File: src/rtl/atomic_pkg.sv
package atomic_pkg;
  typedef enum logic [2:0] {
    OP_LOAD  = 3'd0,
    OP_STORE = 3'd1,
    OP_FADD  = 3'd2,
    OP_CAS   = 3'd3,
    OP_LL    = 3'd4,
    OP_SC    = 3'd5
  } op_e;

  typedef enum logic [1:0] {
    ST_IDLE = 2'd0,
    ST_READ = 2'd1,
    ST_MOD  = 2'd2,
    ST_RESP = 2'd3
  } state_e;
endpackage

File: src/rtl/atomic_alu.sv
module atomic_alu
  import atomic_pkg::*;
#(
  parameter int DW = 32
) (
  input  logic [2:0]    op,
  input  logic [DW-1:0] old_word,
  input  logic [DW-1:0] operand,
  input  logic [DW-1:0] expect_word,
  input  logic          link_hit,
  output logic          wr,
  output logic [DW-1:0] wdata,
  output logic          ok
);
  logic same;
  assign same = (old_word == expect_word);

  always_comb begin
    wr    = 1'b0;
    wdata = operand;
    ok    = 1'b1;
    case (op)
      OP_STORE: wr = 1'b1;
      OP_FADD: begin
        wr    = 1'b1;
        wdata = old_word + operand;
      end
      OP_CAS: begin
        wr = same;
        ok = same;
      end
      OP_SC: begin
        wr = link_hit;
        ok = link_hit;
      end
      default: ;
    endcase
  end
endmodule

File: src/rtl/atomic_resv.sv
module atomic_resv #(
  parameter int AW = 8
) (
  input  logic          clk,
  input  logic          rst_n,
  input  logic          set_en,
  input  logic [AW-1:0] set_addr,
  input  logic          sc_done,
  input  logic          wr_en,
  input  logic [AW-1:0] wr_addr,
  input  logic          snoop_valid,
  input  logic [AW-1:0] snoop_addr,
  input  logic [AW-1:0] chk_addr,
  output logic          hit
);
  logic          held;
  logic [AW-1:0] held_addr;
  logic          snoop_kill;
  logic          write_kill;

  assign snoop_kill = snoop_valid && (snoop_addr == held_addr);
  assign write_kill = wr_en && (wr_addr == held_addr);
  assign hit = held && (held_addr == chk_addr) && !snoop_kill;

  always_ff @(posedge clk or negedge rst_n) begin
    if (!rst_n) begin
      held      <= 1'b0;
      held_addr <= '0;
    end else if (set_en) begin
      held      <= 1'b1;
      held_addr <= set_addr;
    end else if (sc_done || snoop_kill || write_kill) begin
      held <= 1'b0;
    end
  end

  AST_SC_CLEARS: assert property (@(posedge clk) disable iff (!rst_n)
    (sc_done && !set_en) |=> !held);
  AST_SNOOP_CLEARS: assert property (@(posedge clk) disable iff (!rst_n)
    (held && snoop_valid && snoop_addr == held_addr && !set_en) |=> !held);
  AST_LL_SETS: assert property (@(posedge clk) disable iff (!rst_n)
    set_en |=> (held && held_addr == $past(set_addr)));
endmodule

File: src/rtl/atomic_unit.sv
module atomic_unit
  import atomic_pkg::*;
#(
  parameter int AW = 8,
  parameter int DW = 32
) (
  input  logic          clk,
  input  logic          rst_n,
  input  logic          req_valid,
  output logic          req_ready,
  input  logic [2:0]    req_op,
  input  logic [AW-1:0] req_addr,
  input  logic [DW-1:0] req_operand,
  input  logic [DW-1:0] req_expect,
  output logic          rsp_valid,
  input  logic          rsp_ready,
  output logic [DW-1:0] rsp_old,
  output logic          rsp_ok,
  input  logic          snoop_valid,
  input  logic [AW-1:0] snoop_addr,
  output logic          mem_en,
  output logic          mem_we,
  output logic [AW-1:0] mem_addr,
  output logic [DW-1:0] mem_wdata,
  input  logic [DW-1:0] mem_rdata
);
  state_e        state;
  logic [2:0]    op_q;
  logic [AW-1:0] addr_q;
  logic [DW-1:0] opnd_q;
  logic [DW-1:0] exp_q;
  logic [DW-1:0] old_q;
  logic          ok_q;
  logic          alu_wr;
  logic [DW-1:0] alu_wdata;
  logic          alu_ok;
  logic          link_hit;
  logic          in_mod;

  assign in_mod    = (state == ST_MOD);
  assign req_ready = (state == ST_IDLE);
  assign rsp_valid = (state == ST_RESP);
  assign rsp_old   = old_q;
  assign rsp_ok    = ok_q;
  assign mem_we    = in_mod && alu_wr;
  assign mem_en    = (state == ST_READ) || mem_we;
  assign mem_addr  = addr_q;
  assign mem_wdata = alu_wdata;

  atomic_alu #(.DW(DW)) u_alu (
    .op          (op_q),
    .old_word    (mem_rdata),
    .operand     (opnd_q),
    .expect_word (exp_q),
    .link_hit    (link_hit),
    .wr          (alu_wr),
    .wdata       (alu_wdata),
    .ok          (alu_ok)
  );

  atomic_resv #(.AW(AW)) u_resv (
    .clk         (clk),
    .rst_n       (rst_n),
    .set_en      (in_mod && op_q == OP_LL),
    .set_addr    (addr_q),
    .sc_done     (in_mod && op_q == OP_SC),
    .wr_en       (mem_we),
    .wr_addr     (addr_q),
    .snoop_valid (snoop_valid),
    .snoop_addr  (snoop_addr),
    .chk_addr    (addr_q),
    .hit         (link_hit)
  );

  always_ff @(posedge clk or negedge rst_n) begin
    if (!rst_n) begin
      state  <= ST_IDLE;
      op_q   <= '0;
      addr_q <= '0;
      opnd_q <= '0;
      exp_q  <= '0;
      old_q  <= '0;
      ok_q   <= 1'b0;
    end else begin
      case (state)
        ST_IDLE: if (req_valid) begin
          op_q   <= req_op;
          addr_q <= req_addr;
          opnd_q <= req_operand;
          exp_q  <= req_expect;
          state  <= ST_READ;
        end
        ST_READ: state <= ST_MOD;
        ST_MOD: begin
          old_q <= mem_rdata;
          ok_q  <= alu_ok;
          state <= ST_RESP;
        end
        default: if (rsp_ready) state <= ST_IDLE;
      endcase
    end
  end

  AST_CLOSED_AFTER_ACCEPT: assert property (@(posedge clk) disable iff (!rst_n)
    (req_valid && req_ready) |=> !req_ready);
  AST_READ_BEFORE_WRITE: assert property (@(posedge clk) disable iff (!rst_n)
    (mem_en && mem_we) |-> $past(mem_en && !mem_we));
  AST_QUIET_WHILE_RESP: assert property (@(posedge clk) disable iff (!rst_n)
    rsp_valid |-> !mem_en);
  AST_RSP_HELD: assert property (@(posedge clk) disable iff (!rst_n)
    (rsp_valid && !rsp_ready) |=> (rsp_valid && $stable(rsp_old) && $stable(rsp_ok)));
  AST_FADD_SUM: assert property (@(posedge clk) disable iff (!rst_n)
    (mem_we && op_q == OP_FADD) |-> (mem_wdata == mem_rdata + opnd_q));
  AST_CAS_MISS_NO_WRITE: assert property (@(posedge clk) disable iff (!rst_n)
    (in_mod && op_q == OP_CAS && mem_rdata != exp_q) |-> !mem_en);
endmodule

File: config.mk
export PLATFORM = sky130hd
export DESIGN_NAME = atomic_unit
export DESIGN_NICKNAME = d
export VERILOG_FILES = /design/src/rtl/atomic_pkg.sv /design/src/rtl/atomic_alu.sv /design/src/rtl/atomic_resv.sv /design/src/rtl/atomic_unit.sv
export SDC_FILE = /design/constraint.sdc
export NUM_CORES = 1
export LEC_CHECK = 0
export CAP_MARGIN = 20
export CORE_MARGIN = 1.5
export CORE_UTILIZATION = 50
export DETAILED_ROUTE_END_ITERATION = 10
export DONT_BUFFER_PORTS = 1
export GPL_TIMING_DRIVEN = 1
export PLACE_DENSITY = 0.63
export RECOVER_POWER = 25
export SYNTH_ARGS = -nofsm -noshare
export SYNTH_HDL_FRONTEND = slang
export SYNTH_SLANG_ARGS = --single-unit
File: constraint.sdc
create_clock -name clk -period 4 [get_ports clk]
set_input_delay 0.2 -clock clk [delete_from_list [all_inputs] [get_ports clk]]
set_output_delay 0.2 -clock clk [all_outputs]
set_load 0.03 [all_outputs]
==> Word-level counts from Yosys, hierarchy flattened <==
Cells that the tools add are included.
{ "word_totals": {"in_bits": 120, "wordCells": 48, "out_inout_bits": 77, "reg_bits": 119} }
{ "op_classes": {"mux": 8, "reduce_logical": 17, "n_addsub": 1, "n_eq_ne": 13} }
{ "ops": {"columns": ["operator", "count"], "rows": [
  ["$add 32x32->32", 1],
  ["$eq 32x32->1", 1],
  ["$mux 32", 1],
  ["$eq 8x8->1", 3],
  ["$logic_and 1x1->1", 7],
  ["$eq 3x2->1 const B", 2],
  ["$eq 3x3->1 const B", 2],
  ["$pmux 2 s3", 1],
  ["$eq 2x2->1 const B", 2],
  ["$mux 2", 2],
  ["$reduce_and 2->1", 2],
  ["$reduce_bool 4->1", 1],
  ["$eq 3x1->1 const B", 1],
  ["$logic_or 1x1->1", 3],
  ["$pmux 1 s3", 1],
  ["$eq 2x1->1 const B", 1],
  ["$logic_not 2->1", 1],
  ["$mux 1", 2],
  ["$ne 2x2->1 const B", 1],
  ["$pmux 1 s2", 1],
  ["$reduce_bool 2->1", 1],
  ["$reduce_or 2->1", 1],
  ["$logic_not 1->1", 1]
]} }

==> Logic depth before layout (Yosys ltp) <==
{ "depth": {"word_depth": 10, "ltp_mapped": 12, "mapped_depth_nobuf": 12} }

==> By module <==
Synthesis repeated with hierarchy kept, for this count alone.
{ "hier_totals": {"hier_cells": 662, "area_unflattened_um2": 7337.0} }
{ "by_module_without_submodules": {"columns": ["module", "n_inst", "area_per_inst_um2", "cells_per_inst", "seq_area_each_um2"], "rows": [
  ["atomic_unit", 1, 4411.7, 253, 2752.6],
  ["atomic_alu", 1, 2326.0, 356, 0.0],
  ["atomic_resv", 1, 599.3, 53, 225.2]
]} }

==> Worst setup path before layout <==
Ideal clock, no wire load.
{ "synth_path": {"path_type": "flip-flop to output port", "from": "register opnd_q[0]", "to": "output mem_wdata[30]", "slack_ns": 0.893, "t_arrival_ns": 2.907, "stages_incl_launch_ff": 13, "n_path_buf": 0, "required_time_ns": 3.800, "path_cell_list": "dfrtp_1 > ha_1 > inv_1 > fa_1 > nand2b_1 > a21o_1 > a211o_2 > nand3_4 > a211oi_1 > o21ba_2 > a31oi_1 > xnor2_1 > o21ai_0"} }
{ "synth_between": {"elab_chain_len": 2} }
{ "synth_lines": {"columns": ["element", "line_no", "rtl"], "rows": [
  ["start: declaration", "atomic_unit.sv:30", "logic [DW-1:0] opnd_q;"],
  ["start signal: assignment", "atomic_unit.sv:89", "opnd_q <= req_operand;"],
  ["$add 32x32->32", "atomic_alu.sv:26", "wdata = old_word + operand;"],
  ["$mux 32", "atomic_alu.sv:22", "case (op)"],
  ["end: declaration", "atomic_unit.sv:24", "output logic [DW-1:0] mem_wdata,"]
]} }
Every way passes these cells.

==> Worst setup path in the final report <==
{ "layout_path": {"from": "register opnd_q[0]", "to": "output mem_wdata[26]"} }
The elaborated chain is that of the path after synthesis.

==> metrics.txt <==
status=finished, violations left; violated checks=max-capacitance violations, max-slew violations; Clk pin slew, worst setup/hold paths=50 ps; ranking of synthesized cells by area=dfrtp_1 43%, mux2_2 19%, xor2_1 6.4%; sequential-to-total area share from yosys stat=0.426; post-synth top area share=0.426; Final Cycle Share=0.909; Hold Buf Count CTS=109; Post-synth ARST share=1.00; largest net degree at the start of global routing=120; diode count=0; share of cells above drive strength 1=0.232; CTS HTree Levels=4; Netlist cell types=52; first-pass GRT wire length=29000 um; CP endpoint kind=output port; clk_lat worst skew=420 ps; Arr. time, crit path=3440 ps; Post-CTS Repair Setup Buffers=0; Slew Viols, Final=120; max cap viols=1; number of flops mapped to enable cells by yosys=0; Top FF cell, synth=dfrtp_1; I/O pins=197; Layout Area Growth over Synthesis=27.9%; Via density=5.72; RSZ-0062 raised after global routing=false; top-count cell post-synth=dfrtp_1; Max VDD drop=0.000508 V; most common library cells after synthesis=119 x dfrtp_1, 115 x mux2_2, 52 x nand2_1; Die W=121 um; Core Rows=43; pwr dens=938 nW/um^2; initial drt markers=310; Initial Util=0.507; Total GRT Usage=0.263; crit-path max cell delay=520 ps; Core Area=13800 um^2; DRC Markers=0; GPL Wtd Cong=0.875; Clock Path Buffers=2; die height=121 um; critical path type=flop to output port; Worst Skew=7.25 ps; CTS Sinks=119; Cell Area, Synth=6990 um^2; Num CTS Buffers=17; Worst Hold Class=input port to flop; Final Setup Violations=0; Port Buffers=0; total power=8.38 mW; Hold Vio Cnt, Final=0; Synth area leader=dfrtp_1; Startpoint Class=flop; CTS tree=built; Synth Warn #=0; TNS Setup=0 ps; grt total ovfl=0; First-pass DRT Iterations=5; initial antenna violation count=0; CP max FO=6; register bit total from synthesis=119; post-route ant nets=0; slowest CP cell=o21ai_1; post-synthesis instance total=632; CP dominant cell by count=o21ai_1; Die Area=14700 um^2; Lkg Pwr=3.99 nW; WL final=19000 um; NumNets Final=912; crit path time final=3640 ps; Cell Chain, Critical Path=ha_1, inv_1, fa_1, nand2b_1, a21o_1, a211o_2, nand3_4, a211oi_1, o21ba_2, o21ai_1, xnor2_1, o21ai_1; mean post-synth cell area=11.1 um^2; fmax=275 MHz; syn nets=788; vias in the first global route=5582; Critical Path RT=3800 ps; # resized after CTS=0; DP HPWL=13000 um; Worst Tran Pin Value=2950 ps; headroom to the max-slew limit=-0.968; via count=5426; root buffer cell=clkbuf_16; DR WL/cell=20.0 um
per-stage QoR:
step	hold slack, ps	cells	setup slack, ps	cell area (um^2)	utilization
2_1_floorplan	-95.6	632	893	6990	-
3_3_place_gp	-92.7	808	875	7280	0.529
3_5_place_dp	-92.1	808	821	7280	0.529
4_1_cts	51.9	948	369	8960	0.650
5_1_grt	68.2	948	226	8930	0.649
6_report	62.5	948	363	8930	0.649
logic make-up after synthesis:
family	synth area share
adders and majority gates	0.0655
buffers and inverters	0.0177
xor gates and xnor gates	0.0940
and+or+nand+nor	0.0869
DFF	0.426
AOI/OAI and AO/OA	0.124
muxes	0.185
area by class of cell:
| class | count | area [um^2] |
|---|---|---|
| clock buffer | 23 | 468 |
| clock inverter | 8 | 98.8 |
| fill | 1067 | 4840 |
| inverter | 10 | 37.5 |
| multi-input combinational | 480 | 3900 |
| sequential | 119 | 2980 |
| tap | 180 | 225 |
| timing repair buffer | 128 | 1230 |
state kept, by name, indices dropped and copies added (netlist names):
name              cells
state                 2
rsp_ok                1
opnd_q               32
op_q                  3
u_resv.held           1
mem_addr              8
rsp_old              32
u_resv.held_addr      8
exp_q                32
worst paths after layout:
path / from / end / slack [ps] / cells after the start
max in group asynchronous: rst_n / exp_q[22]$_DFFE_PN0P_ / 1000 / 2
min in group asynchronous: rst_n / exp_q[2]$_DFFE_PN0P_ / 1300 / 2
max: opnd_q[0]$_DFFE_PN0P_ / mem_wdata[26] / 360 / 12
min: rsp_ready / state[1]$_DFFE_PN0P_ / 60 / 2
min reg2reg: exp_q[17]$_DFFE_PN0P_ / exp_q[17]$_DFFE_PN0P_ / 520 / 1
max reg2reg: state[0]$_DFFE_PN0P_ / opnd_q[16]$_DFFE_PN0P_ / 1590 / 4
layout by cell type (no fill, tap or decap), drive strengths merged, types with 3 or more instances in the layout:
master         n
a211oi         5
nand2         52
o21a           3
dlygate4sd3  108
buf           19
clkinv         4
and3           4
xor2          51
clkbuf        24
ha            35
o21ai         45
nor2          12
a21oi         22
o211ai         3
nor3           6
dfrtp        119
nand3          9
o31ai          4
nor4           9
xnor2         24
nor3b          3
a31oi          7
and2           4
a211o          3
nand2b         6
nor2b          5
mux2         115
a21o          25
inv           10
nand4          6
layer usage:
layer | GRT usage | up-vias | wire [um]
met5 | 0 | - | 0
met4 | 0.101 | 0 | 437
met3 | 0.0738 | 35 | 1330
met2 | 0.438 | 218 | 9190
met1 | 0.326 | 2644 | 8010
li1 | - | 2529 | -
power by group:
group	internal [mW]	switching (mW)
logic	1.83	2.31
registers	1.82	0.942
clock network	0.942	0.531
total	4.60	3.78
worst max-delay path: cells and delay by family, from the launching register on:
family / cells / cell delay, ps
xor gates and xnor gates: 1 / 90
buffers and inverters: 1 / 80
DFF: 1 / 370
adders and majority gates: 2 / 610
and+or+nand+nor: 2 / 300
AOI/OAI and AO/OA: 6 / 1580
Note: power is estimated with default switching activity, not from simulation.
